$ cat config.mk
export PLATFORM = sky130hd
export DESIGN_NAME = prefix_tree_adder
export DESIGN_NICKNAME = d
export VERILOG_FILES = /design/src/rtl/prefix_adder_pkg.sv /design/src/rtl/pa_bit_pg.sv /design/src/rtl/pa_prefix_net.sv /design/src/rtl/pa_sum_stage.sv /design/src/rtl/prefix_tree_adder.sv
export SDC_FILE = /design/constraint.sdc
export NUM_CORES = 1
export LEC_CHECK = 0
export ABC_CLOCK_PERIOD_IN_PS = 4000
export BUFFER_PORTS_ARGS = -buffer_cell sky130_fd_sc_hd__buf_4
export CAP_MARGIN = 0
export CORE_MARGIN = 2
export CORE_UTILIZATION = 45
export CTS_BUF_LIST = sky130_fd_sc_hd__clkbuf_4 sky130_fd_sc_hd__clkbuf_8
export DETAILED_ROUTE_END_ITERATION = 10
export PLACE_DENSITY = 0.78
export RECOVER_POWER = 25
export SYNTH_ARGS = -nofsm -noshare
export SYNTH_HDL_FRONTEND = slang
export SYNTH_SLANG_ARGS = --single-unit
$ cat constraint.sdc
create_clock -name clk -period 4 [get_ports clk]
set_input_delay 0.4 -clock clk [delete_from_list [all_inputs] [get_ports clk]]
set_output_delay 0.4 -clock clk [all_outputs]
set_load 0.1 [all_outputs]
$ cat src/rtl/prefix_adder_pkg.sv
package prefix_adder_pkg;

  typedef enum int {
    TREE_SPARSE      = 0,
    TREE_WIDE_FANOUT = 1,
    TREE_DENSE       = 2
  } topo_e;

  // Number of merge levels for a given topology and width
  function automatic int tree_levels(int topo, int width);
    int lg;
    lg = $clog2(width);
    return (topo == TREE_SPARSE) ? (2 * lg - 1) : lg;
  endfunction

endpackage

$ cat src/rtl/pa_bit_pg.sv
module pa_bit_pg #(
  parameter int WIDTH = 32
) (
  input  logic [WIDTH-1:0] a_i,
  input  logic [WIDTH-1:0] b_i,
  input  logic             cin_i,
  output logic [WIDTH-1:0] gen_o,   // generate, carry-in merged at bit 0
  output logic [WIDTH-1:0] prop_o,  // group propagate, bit 0 closed on carry-in
  output logic [WIDTH-1:0] half_o   // raw a^b for the sum stage
);

  logic [WIDTH-1:0] g_raw;

  assign g_raw  = a_i & b_i;
  assign half_o = a_i ^ b_i;

  // carry-in acts as generate at position -1 with propagate 0
  assign gen_o  = {g_raw[WIDTH-1:1], g_raw[0] | (half_o[0] & cin_i)};
  assign prop_o = {half_o[WIDTH-1:1], 1'b0};

endmodule

$ cat src/rtl/pa_prefix_net.sv
module pa_prefix_net
  import prefix_adder_pkg::*;
#(
  parameter int WIDTH = 32,
  parameter int TOPO  = 0
) (
  input  logic [WIDTH-1:0] gen_i,
  input  logic [WIDTH-1:0] prop_i,
  output logic [WIDTH-1:0] span_g_o,  // G(i:-1)
  output logic [WIDTH-1:0] span_p_o   // P(i:-1), zero when complete
);

  localparam int LG   = $clog2(WIDTH);
  localparam int NLEV = tree_levels(TOPO, WIDTH);

  logic [WIDTH-1:0] gl [NLEV+1];
  logic [WIDTH-1:0] pl [NLEV+1];

  assign gl[0] = gen_i;
  assign pl[0] = prop_i;

  genvar lv, i;
  generate
    if (TOPO == TREE_DENSE) begin : g_dense
      for (lv = 0; lv < LG; lv++) begin : g_lvl
        for (i = 0; i < WIDTH; i++) begin : g_node
          if (i >= (1 << lv)) begin : g_cell
            localparam int J = i - (1 << lv);
            assign gl[lv+1][i] = gl[lv][i] | (pl[lv][i] & gl[lv][J]);
            assign pl[lv+1][i] = pl[lv][i] & pl[lv][J];
          end else begin : g_wire
            assign gl[lv+1][i] = gl[lv][i];
            assign pl[lv+1][i] = pl[lv][i];
          end
        end
      end
    end else if (TOPO == TREE_WIDE_FANOUT) begin : g_wide
      for (lv = 0; lv < LG; lv++) begin : g_lvl
        for (i = 0; i < WIDTH; i++) begin : g_node
          if (((i >> lv) & 1) == 1) begin : g_cell
            localparam int J = ((i >> lv) << lv) - 1;
            assign gl[lv+1][i] = gl[lv][i] | (pl[lv][i] & gl[lv][J]);
            assign pl[lv+1][i] = pl[lv][i] & pl[lv][J];
          end else begin : g_wire
            assign gl[lv+1][i] = gl[lv][i];
            assign pl[lv+1][i] = pl[lv][i];
          end
        end
      end
    end else begin : g_sparse
      // up-sweep
      for (lv = 0; lv < LG; lv++) begin : g_up
        for (i = 0; i < WIDTH; i++) begin : g_node
          if (((i + 1) % (1 << (lv + 1))) == 0) begin : g_cell
            localparam int J = i - (1 << lv);
            assign gl[lv+1][i] = gl[lv][i] | (pl[lv][i] & gl[lv][J]);
            assign pl[lv+1][i] = pl[lv][i] & pl[lv][J];
          end else begin : g_wire
            assign gl[lv+1][i] = gl[lv][i];
            assign pl[lv+1][i] = pl[lv][i];
          end
        end
      end
      // down-sweep
      for (lv = 0; lv < LG - 1; lv++) begin : g_dn
        localparam int L  = LG - 2 - lv;
        localparam int ST = LG + lv;
        for (i = 0; i < WIDTH; i++) begin : g_node
          if ((i >= (1 << (L + 1))) && (((i + 1) % (1 << (L + 1))) == (1 << L))) begin : g_cell
            localparam int J = i - (1 << L);
            assign gl[ST+1][i] = gl[ST][i] | (pl[ST][i] & gl[ST][J]);
            assign pl[ST+1][i] = pl[ST][i] & pl[ST][J];
          end else begin : g_wire
            assign gl[ST+1][i] = gl[ST][i];
            assign pl[ST+1][i] = pl[ST][i];
          end
        end
      end
    end
  endgenerate

  assign span_g_o = gl[NLEV];
  assign span_p_o = pl[NLEV];

endmodule

$ cat src/rtl/pa_sum_stage.sv
module pa_sum_stage #(
  parameter int WIDTH = 32
) (
  input  logic [WIDTH-1:0] half_i,
  input  logic [WIDTH-1:0] span_g_i,
  input  logic             cin_i,
  output logic [WIDTH-1:0] sum_o,
  output logic             cout_o
);

  // carry into bit i is G(i-1:-1); into bit 0 it is the carry-in
  assign sum_o  = half_i ^ {span_g_i[WIDTH-2:0], cin_i};
  assign cout_o = span_g_i[WIDTH-1];

endmodule

$ cat src/rtl/prefix_tree_adder.sv
module prefix_tree_adder
  import prefix_adder_pkg::*;
#(
  parameter int WIDTH = 32,
  parameter int TOPO  = 0
) (
  input  logic             clk,
  input  logic             rst,
  input  logic [WIDTH-1:0] a_i,
  input  logic [WIDTH-1:0] b_i,
  input  logic             cin_i,
  output logic [WIDTH-1:0] sum_o,
  output logic             cout_o
);

  logic [WIDTH-1:0] gen, prop, half;
  logic [WIDTH-1:0] span_g, span_p;
  logic [WIDTH-1:0] sum_c;
  logic             cout_c;

  pa_bit_pg #(.WIDTH(WIDTH)) u_pg (
    .a_i(a_i), .b_i(b_i), .cin_i(cin_i),
    .gen_o(gen), .prop_o(prop), .half_o(half)
  );

  pa_prefix_net #(.WIDTH(WIDTH), .TOPO(TOPO)) u_net (
    .gen_i(gen), .prop_i(prop),
    .span_g_o(span_g), .span_p_o(span_p)
  );

  pa_sum_stage #(.WIDTH(WIDTH)) u_sum (
    .half_i(half), .span_g_i(span_g), .cin_i(cin_i),
    .sum_o(sum_c), .cout_o(cout_c)
  );

  always_ff @(posedge clk) begin
    if (rst) begin
      sum_o  <= '0;
      cout_o <= 1'b0;
    end else begin
      sum_o  <= sum_c;
      cout_o <= cout_c;
    end
  end


  sum_value_chk: assert property (@(posedge clk) disable iff (rst)
    1'b1 |=> ({cout_o, sum_o} ==
              ({1'b0, $past(a_i)} + {1'b0, $past(b_i)} + {{WIDTH{1'b0}}, $past(cin_i)})));


  carry_out_chk: assert property (@(posedge clk) disable iff (rst)
    1'b1 |=> (cout_o == (($past(a_i[WIDTH-1]) & $past(b_i[WIDTH-1])) |
                         (($past(a_i[WIDTH-1]) ^ $past(b_i[WIDTH-1])) & ~sum_o[WIDTH-1]))));


  reset_clear_chk: assert property (@(posedge clk) disable iff (rst)
    $fell(rst) |-> (sum_o == '0 && !cout_o));


  full_propagate_chk: assert property (@(posedge clk) disable iff (rst)
    ((a_i ^ b_i) == {WIDTH{1'b1}}) |=>
      (cout_o == $past(cin_i) && sum_o == {WIDTH{~$past(cin_i)}}));


  spans_closed_chk: assert property (@(posedge clk) disable iff (rst)
    span_p == '0);

endmodule

==> reports/results.ini <==
[run_status]
status = completed

[yosys]
yosys-top-cells-area = dfxtp_1 (31%), ha_1 (17%), fa_1 (16%), nor2_1 (4.2%), xnor2_1 (4.1%)
yosysWarnings = 0
post-synth-top-area-cell = dfxtp_1
synth_edf_count = 0
synth_top_area_share = 0.308
synthDistinctLibCells = 37
async_flop_share = 0
ys.flop_type = dfxtp_1
synth_area_per_cell_sq_um = 10.1
postSynthCellCount = 212
synth_nets = 326
seq_area_frac_synth = 0.308
synth_area_sq_um = 2150
synth-seq-cells = 33

[critical_path]
cp_max_fo = 5
slowest_stage = fa_1
cp-endpoint = sum_o[31]
crit_type = primary input to flop
startpoint = a_i[0]
slowest_delay_ps = 410
crit_required_ps = 4170
crit_chain = clkbuf_4 -> inv_1 -> fa_1 -> inv_1 -> fa_1 -> a211oi_2 -> o21ai_2 -> o2111ai_2 -> o22ai_2 -> a21o_1 -> a31o_1 -> fa_1 -> xnor2_1 -> nor2_1
crit_path_start_kind = primary input
crit_arrival_ps = 3010
crit_top_cell = fa_1
critPathCaptureType = flop

[pwr]
switchingPower_mw = 0.606
clockPowerShare = 0.201
p_comb_frac = 0.502
p_per_area_nw_per_um2 = 437
p_seq_frac = 0.297
internal_power_mw = 0.695
p_sw_frac = 0.466
vdd_drop_max_mv = 0.209
p_leak_nw = 1.47

[clock_tree]
cts-root-buf = clkbuf_8
cts_resized = 0
cts-buffers-inserted = 5
post_cts_buffers = 0
clk_path_buf_depth = 2
hold_buffers = 0
cts_tree = done
htreeDepth = 2
path_clk_slew_ps = 70
cts.sinks = 33

[finish]
layout.nets = 429
drive_gt1_frac = 0.321
layout_common_cells = buf_4 (83), dfxtp_1 (33), ha_1 (30)
diodes = 0
fin_cells = 369
mostFrequentLayoutCell = buf_4
areaGrowthSynthToFinish_pct = 38.8

[floorplan]
core_sq_um = 4660
initial_core_util = 0.461
dieHeight_um = 73.1
ioPinCount = 100
rows = 25
die_area_sq_um = 5340
dieWidth_um = 73.1

[global_routing]
grt_usage = 0.190
grt_antenna_before_repair = 0
grt_pass1_wl_um = 7770
grt_max_degree = 35
gr-total-overflow = 0
first_global_vias = 1848

[sta]
hold_viol = 0
rsz0062_at_grt = false
slew_headroom = 0.217
tightest_slew_ps = 1180
fmax_mhz = 352
fin_crit_sh = 0.710
fin_setup_tns_ps = 0
finalMaxSlewViolations = 0
min_period_ps = 2840
setup_violations = 0

[routing]
via_count = 1804
drt_first_pass_iters = 4
routed_wl_um = 4790
first_iter_violations = 51
drtAntennaViolNets = 0
drcViolationCount = 0
wl_per_cell_um = 13.0
vias_per_cell = 4.89

[run]
cap_violations = 0

[hold_path]
hold_depth = 3
min_path_type = primary input to flop

[placed_design]
hpwl_um = 3960
port_buffers = 99
gp_congestion = 0.811
dp.cells = 362

[worst max-delay path, delay by kind of cell]
| family | cells | cell delay (ps) |
|---|---|---|
| AO/OA/AOI/OAI | 6 | 1220 |
| XOR/XNOR | 1 | 160 |
| buffers and inverters | 3 | 220 |
| adder cells (fa/ha/maj) | 3 | 960 |
| AND/OR/NAND/NOR | 1 | 50 |
[stage by stage]
stage	area [sq um]	worst slack (ps)	total power, mW	hold WS [ps]	util
floorplan	2150	1210	0.897	472	-
global placement	2950	940	1.06	780	0.632
detailed placement	2950	876	1.07	785	0.632
CTS	3040	1160	1.33	493	0.652
global route	2980	923	1.36	511	0.639
finish	2980	1160	1.30	490	0.639
[area by class of cell]
cell class,instances,area [sq um]
Timing Repair Buffer,99,687
Sequential cell,33,661
Inverter,19,71.3
Multi-Input combinational cell,157,1400
Clock buffer,7,90.1
Fill cell,429,1680
Tap cell,54,67.6
[power groups by stage]
stage | registers [mW] | clock network (mW) | logic (mW)
6_report | 0.386 | 0.262 | 0.654
5_1_grt | 0.390 | 0.276 | 0.697
4_1_cts | 0.387 | 0.267 | 0.676
3_5_place_dp | 0.394 | 0 | 0.674
3_3_place_gp | 0.394 | 0 | 0.664
2_1_floorplan | 0.726 | 0 | 0.171
[state kept, by name (all words and copies together) (netlist names)]
| signal | flops |
|---|---|
| cout_o | 1 |
| sum_o | 32 |
[metal layers]
| layer | up-vias | GRT usage | wire length (um) |
|---|---|---|---|
| li1 | 923 | - | - |
| met1 | 814 | 0.224 | 1920 |
| met2 | 58 | 0.329 | 2420 |
| met3 | 9 | 0.0511 | 332 |
| met4 | 0 | 0.0700 | 110 |
| met5 | - | 0 | 0 |
[synth_stat cells (2+ instances only)]
cell type	count
clkbuf_1	3
xor2_1	5
a21o_2	2
a21oi_1	11
dfxtp_1	33
o21bai_1	2
o21ai_1	2
nor2_1	24
ha_1	30
inv_1	19
o21ai_0	5
o21a_1	2
a21o_1	4
nand4_1	4
fa_1	17
xnor2_1	10
nor2b_1	11
nand2_1	9
[how the worst min path moves through the flow]
stage	start	end	slack [ps]
global placement	b_i[24]	sum_o[24]	780
detailed placement	b_i[30]	sum_o[30]	790
floorplan	rst	sum_o[18]	470
CTS	b_i[24]	sum_o[24]	490
global route	b_i[26]	sum_o[26]	510
finish	b_i[24]	sum_o[24]	490
[logic make-up after synthesis]
family | after synthesis | share of synthesized area
flip-flops | 33 | 0.308
AO/OA/AOI/OAI | 42 | 0.142
adder cells (fa/ha/maj) | 47 | 0.333
buffers and inverters | 22 | 0.0385
XOR/XNOR | 15 | 0.0612
AND/OR/NAND/NOR | 53 | 0.117
(Power assumes the default switching activity.)
